**src/rtl/gpio_irq_pkg.sv**
```systemverilog
package gpio_irq_pkg;
    localparam int ADDR_W = 12;

    localparam logic [ADDR_W-1:0] OFS_SENSE  = 12'h404;
    localparam logic [ADDR_W-1:0] OFS_ANYEDG = 12'h408;
    localparam logic [ADDR_W-1:0] OFS_POLAR  = 12'h40C;
    localparam logic [ADDR_W-1:0] OFS_MASK   = 12'h410;
    localparam logic [ADDR_W-1:0] OFS_RAW    = 12'h414;
    localparam logic [ADDR_W-1:0] OFS_MSKD   = 12'h418;
    localparam logic [ADDR_W-1:0] OFS_CLEAR  = 12'h41C;

    typedef enum logic {
        PIN_QUIET   = 1'b0,
        PIN_PENDING = 1'b1
    } pin_state_e;
endpackage

```
**src/rtl/gpio_irq_sync.sv**
```systemverilog
module gpio_irq_sync #(
    parameter int W = 8
) (
    input  logic         clk,
    input  logic         rst_n,
    input  logic [W-1:0] d_async,
    output logic [W-1:0] q_sync
);
    logic [W-1:0] stage1;
    logic [W-1:0] stage2;

    always_ff @(posedge clk or negedge rst_n) begin
        if (!rst_n) begin
            stage1 <= '0;
            stage2 <= '0;
        end else begin
            stage1 <= d_async;
            stage2 <= stage1;
        end
    end

    assign q_sync = stage2;
endmodule

```
**src/rtl/gpio_irq_pin.sv**
```systemverilog
module gpio_irq_pin
    import gpio_irq_pkg::*;
(
    input  logic clk,
    input  logic rst_n,
    input  logic lvl,
    input  logic sense,
    input  logic any_edge,
    input  logic polar,
    input  logic clr,
    output logic raw
);
    pin_state_e state_q;
    pin_state_e state_d;
    logic       prev_q;
    logic       rise;
    logic       fall;
    logic       edge_hit;
    logic       level_hit;

    always_ff @(posedge clk or negedge rst_n) begin
        if (!rst_n) begin
            prev_q <= 1'b0;
        end else begin
            prev_q <= lvl;
        end
    end

    always_comb begin
        rise      = lvl & ~prev_q;
        fall      = ~lvl & prev_q;
        edge_hit  = any_edge ? (rise | fall) : (polar ? rise : fall);
        level_hit = polar ? lvl : ~lvl;
    end

    always_ff @(posedge clk or negedge rst_n) begin
        if (!rst_n) begin
            state_q <= PIN_QUIET;
        end else begin
            state_q <= state_d;
        end
    end

    always_comb begin
        state_d = state_q;
        unique case (state_q)
            PIN_QUIET: begin
                if (sense ? level_hit : edge_hit) begin
                    state_d = PIN_PENDING;
                end
            end
            PIN_PENDING: begin
                if (sense) begin
                    if (!level_hit) begin
                        state_d = PIN_QUIET;
                    end
                end else if (clr && !edge_hit) begin
                    state_d = PIN_QUIET;
                end
            end
        endcase
    end

    always_comb begin
        raw = (state_q == PIN_PENDING);
    end

    AST_EDGE_BEATS_CLEAR: assert property (@(posedge clk) disable iff (!rst_n)
        (!sense && edge_hit && clr) |=> raw);
    AST_LEVEL_HOLDS: assert property (@(posedge clk) disable iff (!rst_n)
        (sense && level_hit) |=> raw);
    AST_LEVEL_DROPS: assert property (@(posedge clk) disable iff (!rst_n)
        (sense && !level_hit) |=> !raw);
    AST_EDGE_LATCH_HOLDS: assert property (@(posedge clk) disable iff (!rst_n)
        (!sense && raw && !clr) |=> raw);
endmodule

```
**src/rtl/gpio_irq_regs.sv**
```systemverilog
module gpio_irq_regs
    import gpio_irq_pkg::*;
#(
    parameter int NPINS = 8
) (
    input  logic              clk,
    input  logic              rst_n,
    input  logic [ADDR_W-1:0] bus_addr,
    input  logic              bus_wen,
    input  logic [NPINS-1:0]  bus_wdata,
    input  logic [NPINS-1:0]  raw_vec,
    input  logic [NPINS-1:0]  mskd_vec,
    output logic [NPINS-1:0]  bus_rdata,
    output logic [NPINS-1:0]  sense_q,
    output logic [NPINS-1:0]  anyedg_q,
    output logic [NPINS-1:0]  polar_q,
    output logic [NPINS-1:0]  mask_q,
    output logic [NPINS-1:0]  clr_pulse
);
    always_ff @(posedge clk or negedge rst_n) begin
        if (!rst_n) begin
            sense_q  <= '0;
            anyedg_q <= '0;
            polar_q  <= '0;
            mask_q   <= '0;
        end else if (bus_wen) begin
            if (bus_addr == OFS_SENSE)  sense_q  <= bus_wdata;
            if (bus_addr == OFS_ANYEDG) anyedg_q <= bus_wdata;
            if (bus_addr == OFS_POLAR)  polar_q  <= bus_wdata;
            if (bus_addr == OFS_MASK)   mask_q   <= bus_wdata;
        end
    end

    always_comb begin
        clr_pulse = (bus_wen && bus_addr == OFS_CLEAR) ? bus_wdata : '0;
    end

    always_comb begin
        bus_rdata = '0;
        unique case (bus_addr)
            OFS_SENSE:  bus_rdata = sense_q;
            OFS_ANYEDG: bus_rdata = anyedg_q;
            OFS_POLAR:  bus_rdata = polar_q;
            OFS_MASK:   bus_rdata = mask_q;
            OFS_RAW:    bus_rdata = raw_vec;
            OFS_MSKD:   bus_rdata = mskd_vec;
            default:    bus_rdata = '0;
        endcase
    end

    AST_MASK_WRITE: assert property (@(posedge clk) disable iff (!rst_n)
        (bus_wen && bus_addr == OFS_MASK) |=> (mask_q == $past(bus_wdata)));
    AST_SENSE_WRITE: assert property (@(posedge clk) disable iff (!rst_n)
        (bus_wen && bus_addr == OFS_SENSE) |=> (sense_q == $past(bus_wdata)));
    AST_CFG_UNTOUCHED: assert property (@(posedge clk) disable iff (!rst_n)
        (bus_wen && (bus_addr == OFS_RAW || bus_addr == OFS_MSKD)) |=> $stable(mask_q));
endmodule

```
**src/rtl/gpio_irq_detect.sv**
```systemverilog
module gpio_irq_detect
    import gpio_irq_pkg::*;
#(
    parameter int NPINS = 8
) (
    input  logic              clk,
    input  logic              rst_n,
    input  logic [NPINS-1:0]  pin_in,
    input  logic [ADDR_W-1:0] bus_addr,
    input  logic              bus_wen,
    input  logic [NPINS-1:0]  bus_wdata,
    output logic [NPINS-1:0]  bus_rdata,
    output logic              irq_out
);
    logic [NPINS-1:0] pin_s;
    logic [NPINS-1:0] raw_vec;
    logic [NPINS-1:0] mskd_vec;
    logic [NPINS-1:0] sense_q;
    logic [NPINS-1:0] anyedg_q;
    logic [NPINS-1:0] polar_q;
    logic [NPINS-1:0] mask_q;
    logic [NPINS-1:0] clr_pulse;

    gpio_irq_sync #(.W(NPINS)) u_sync (
        .clk     (clk),
        .rst_n   (rst_n),
        .d_async (pin_in),
        .q_sync  (pin_s)
    );

    gpio_irq_regs #(.NPINS(NPINS)) u_regs (
        .clk       (clk),
        .rst_n     (rst_n),
        .bus_addr  (bus_addr),
        .bus_wen   (bus_wen),
        .bus_wdata (bus_wdata),
        .raw_vec   (raw_vec),
        .mskd_vec  (mskd_vec),
        .bus_rdata (bus_rdata),
        .sense_q   (sense_q),
        .anyedg_q  (anyedg_q),
        .polar_q   (polar_q),
        .mask_q    (mask_q),
        .clr_pulse (clr_pulse)
    );

    for (genvar gi = 0; gi < NPINS; gi++) begin : g_pin
        gpio_irq_pin u_pin (
            .clk      (clk),
            .rst_n    (rst_n),
            .lvl      (pin_s[gi]),
            .sense    (sense_q[gi]),
            .any_edge (anyedg_q[gi]),
            .polar    (polar_q[gi]),
            .clr      (clr_pulse[gi]),
            .raw      (raw_vec[gi])
        );
    end

    always_comb begin
        mskd_vec = raw_vec & mask_q;
        irq_out  = |mskd_vec;
    end

    AST_IRQ_MASKED_OFF: assert property (@(posedge clk) disable iff (!rst_n)
        (mask_q == '0) |-> !irq_out);
    AST_IRQ_NEEDS_RAW: assert property (@(posedge clk) disable iff (!rst_n)
        irq_out |-> (raw_vec != '0));
endmodule

```
**config.mk**
```make
export PLATFORM = sky130hd
export DESIGN_NAME = gpio_irq_detect
export DESIGN_NICKNAME = d
export VERILOG_FILES = /design/src/rtl/gpio_irq_pkg.sv /design/src/rtl/gpio_irq_sync.sv /design/src/rtl/gpio_irq_pin.sv /design/src/rtl/gpio_irq_regs.sv /design/src/rtl/gpio_irq_detect.sv
export SDC_FILE = /design/constraint.sdc
export NUM_CORES = 1
export LEC_CHECK = 0
export BUFFER_PORTS_ARGS = -buffer_cell sky130_fd_sc_hd__buf_4
export CORE_UTILIZATION = 30
export DETAILED_ROUTE_END_ITERATION = 10
export PLACE_DENSITY = 0.47
export REMOVE_ABC_BUFFERS = 1
export SYNTH_ARGS = -nofsm -noshare
export SYNTH_HDL_FRONTEND = slang
export SYNTH_SLANG_ARGS = --single-unit
export TNS_END_PERCENT = 20
```
**constraint.sdc**
```tcl
create_clock -name clk -period 4.7 [get_ports clk]
set_input_delay 0.47 -clock clk [delete_from_list [all_inputs] [get_ports clk]]
set_output_delay 0.47 -clock clk [all_outputs]
set_load 0.05 [all_outputs]
```
==> flow_summary.json <==
{
  "status": "finished, final reports clean",
  "rr_startpoint": "u_sync.q_sync[1]",
  "fin_cells": 469,
  "final.min_clock_period_ns": 3.09,
  "finalMaxSlewViolations": 0,
  "io_pins": 40,
  "wire_per_inst_um": 18.0,
  "track_usage_pct": 15.9,
  "final_antenna_net_count": 0,
  "path_max_fanout": 12,
  "path_buf_inv": 2,
  "root_buffer": "clkbuf_16",
  "clkLatencyLatePin_ns": 0.33,
  "crit_family": "simple AND/OR/NAND/NOR gates",
  "cpPeakStageDelay_ns": 0.80,
  "antenna_cells": 0,
  "die_h_um": 109,
  "tns_ns": 0,
  "start_kind": "primary input",
  "max_freq_mhz": 324,
  "antenna_found_initial": 0,
  "vias": 2466,
  "fin_skew_ns": 0.00662,
  "grt_pass1_wl_mm": 13.8,
  "synth-edff-count": 0,
  "numCtsBuffers": 9,
  "setup_viol": 0,
  "ys.flop_type": "dfrtp_1",
  "gp_congestion": 0.762,
  "slew_headroom_pct": 33.0,
  "cts_tree": "built",
  "cts_sinks": 64,
  "cts_buffer_depth": 2,
  "syn2layout_area_growth_pct": 21.3,
  "p_leak_uw": 0.00179,
  "hold_viol": 0,
  "ff2ff_path_depth": 5,
  "drc_errors": 0,
  "cts_resized": 0,
  "cts_setup_buffers": 0,
  "overflow": 0,
  "fin_crit_sh_pct": 65.7,
  "grt_pass1_vias": 2529,
  "yosysWarningCount": 0,
  "drt_iter0_markers": 110,
  "post_synth_num_cell_types": 35,
  "avgSynthCellArea_um2": 12.0,
  "end_kind": "output port",
  "critPathKind": "in -> out",
  "crit_start": "bus_addr[0]",
  "fp-row-count": 38,
  "crit_slowest_cell": "or4_1",
  "vdd_drop_max_mv": 0.133,
  "cts.reportedPaths.clkPinSlew_ns": 0.06,
  "r2r_end": "g_pin[1].u_pin.raw",
  "grt_setup_unrepaired": "no",
  "core-area_um2": 11000,
  "cap_viol_max_count": 0,
  "dieArea_um2": 11800,
  "port_buffers": 39,
  "drt-pass1-iter-count": 4,
  "path_cells": "buf_4 -> or3_1 -> or4_1 -> o221ai_1 -> buf_4",
  "vias_per_cell": 5.26,
  "cts_max_level": 3,
  "dp.cells": 453,
  "regToRegSetupSlack_ns": 3.42,
  "power.density_nw_per_um2": 324,
  "dpl.hpwl_mm": 5.61,
  "start_util_pct": 31.2,
  "min_path_type": "in -> async",
  "ys_async_sr_fraction_pct": 100,
  "syn_area_um2": 3420,
  "hold_buffers": 0,
  "ys_seq_elements": 64,
  "ys_seq_area_share_pct": 46.8,
  "crit_top_cell": "buf_4",
  "grt_max_degree": 65,
  "cp.required_ns": 4.23,
  "drive_gt1_share_pct": 36.2,
  "worstMarginPinSlew_ns": 1.00,
  "crit_arrival_ns": 2.62,
  "final_nets": 371,
  "drt_wl_total_mm": 8.43,
  "synthCells": 286,
  "die_w_um": 109
}
-- sequential cells by signal, summed over array words and instances (netlist names) --
register,cells
g_pin.u_pin.prev_q,8
u_regs.mask_q,8
u_regs.anyedg_q,8
u_regs.polar_q,8
u_regs.sense_q,8
g_pin.u_pin.raw,8
u_sync.stage1,8
u_sync.q_sync,8
-- kinds of logic after synthesis --
logic type      share of synthesized area (%)
fa+ha+maj                                5.85
simple gates                             16.7
mux                                      15.8
buf+inv                                  3.44
flops                                    46.8
xor+xnor                                 2.05
compound gates                           9.36
-- power breakdown --
| part | internal, µW | total (µW) | switching [µW] |
|---|---|---|---|
| logic | 42.0 | 96.8 | 54.8 |
| clock network | 416 | 675 | 260 |
| registers | 564 | 573 | 9.14 |
-- per-stage QoR --
step	power, µW	cell area, µm²	utilization (%)	setup WS [ns]	hold WS [ns]
after detailed placement	682	3850	35.0	1.65	0.338
after CTS	1370	4150	37.8	1.65	0.227
after floorplan	622	3360	-	1.68	0.174
after global placement	679	3850	35.0	1.66	0.332
final	1350	4150	37.8	1.61	0.227
after global routing	1410	4150	37.8	1.52	0.229
-- cell usage after synthesis (all sizes together), types with 2 or more instances --
cell type / instances / area [µm²]
buf: 4 / 23.8
nand4b: 9 / 78.8
dfrtp: 64 / 1600
clkbuf: 9 / 33.8
nor4: 3 / 63.8
nor4b: 2 / 23.8
nand2: 9 / 33.8
a32oi: 8 / 70.1
or3b: 8 / 70.1
o21ai: 8 / 40.0
nand2b: 8 / 50.1
a22oi: 4 / 30.0
inv: 16 / 60.1
o41ai: 8 / 70.1
nor2b: 9 / 56.3
o221ai: 8 / 70.1
xnor2: 8 / 70.1
ha: 16 / 200
nand4: 11 / 68.8
mux2: 48 / 541
nand3: 8 / 40.0
or4bb: 2 / 22.5
a21oi: 8 / 40.0
-- worst max path at each step --
stage / endpoint / depth (start not counted)
2_1_floorplan: bus_rdata[0] / 3
3_3_place_gp: bus_rdata[7] / 5
3_5_place_dp: bus_rdata[5] / 5
4_1_cts: bus_rdata[7] / 5
5_1_grt: bus_rdata[7] / 5
6_report: bus_rdata[7] / 5
-- area by class of cell --
class / count / area (µm²)
Clock buffer: 9 / 225
Multi-Input combinational cell: 193 / 1710
Timing Repair Buffer: 40 / 300
Fill cell: 1083 / 6830
Inverter: 16 / 60.1
Sequential cell: 64 / 1600
Clock inverter: 7 / 78.8
Tap cell: 140 / 175
-- metal layers --
layer,global-route usage (%),routed length [µm],vias to the layer above
met2,24.5,3790,83
met3,4.24,559,13
met4,7.14,159,0
li1,-,-,1154
met1,20.9,3920,1216
met5,0,0,-
-- cells in the final DEF (no fill, tap or decap) --
cell type  count
nand2b_1       8
mux2_2        47
a32oi_1        8
inv_6          2
nor3_2         1
bufinv_16      1
o221ai_1       8
or3b_2         8
mux2_1         1
dfrtp_1       64
a21oi_1        8
a22oi_1        4
nand2_1        9
nor4b_2        2
nand4b_1       9
or2_2          1
inv_1         16
o41ai_1        8
and2_0         1
nor2_1         1
clkinv_4       3
or4b_4         1
or3_1          1
ha_1          16
nand3_1        8
nor4_4         3
o21ai_0        8
or4bb_1        2
nor4bb_1       1
buf_4         40
nor2b_1        9
clkbuf_16      9
or4_1          1
clkinv_2       1
nand4_1       11
xnor2_1        8
(Power assumes the default switching activity.)
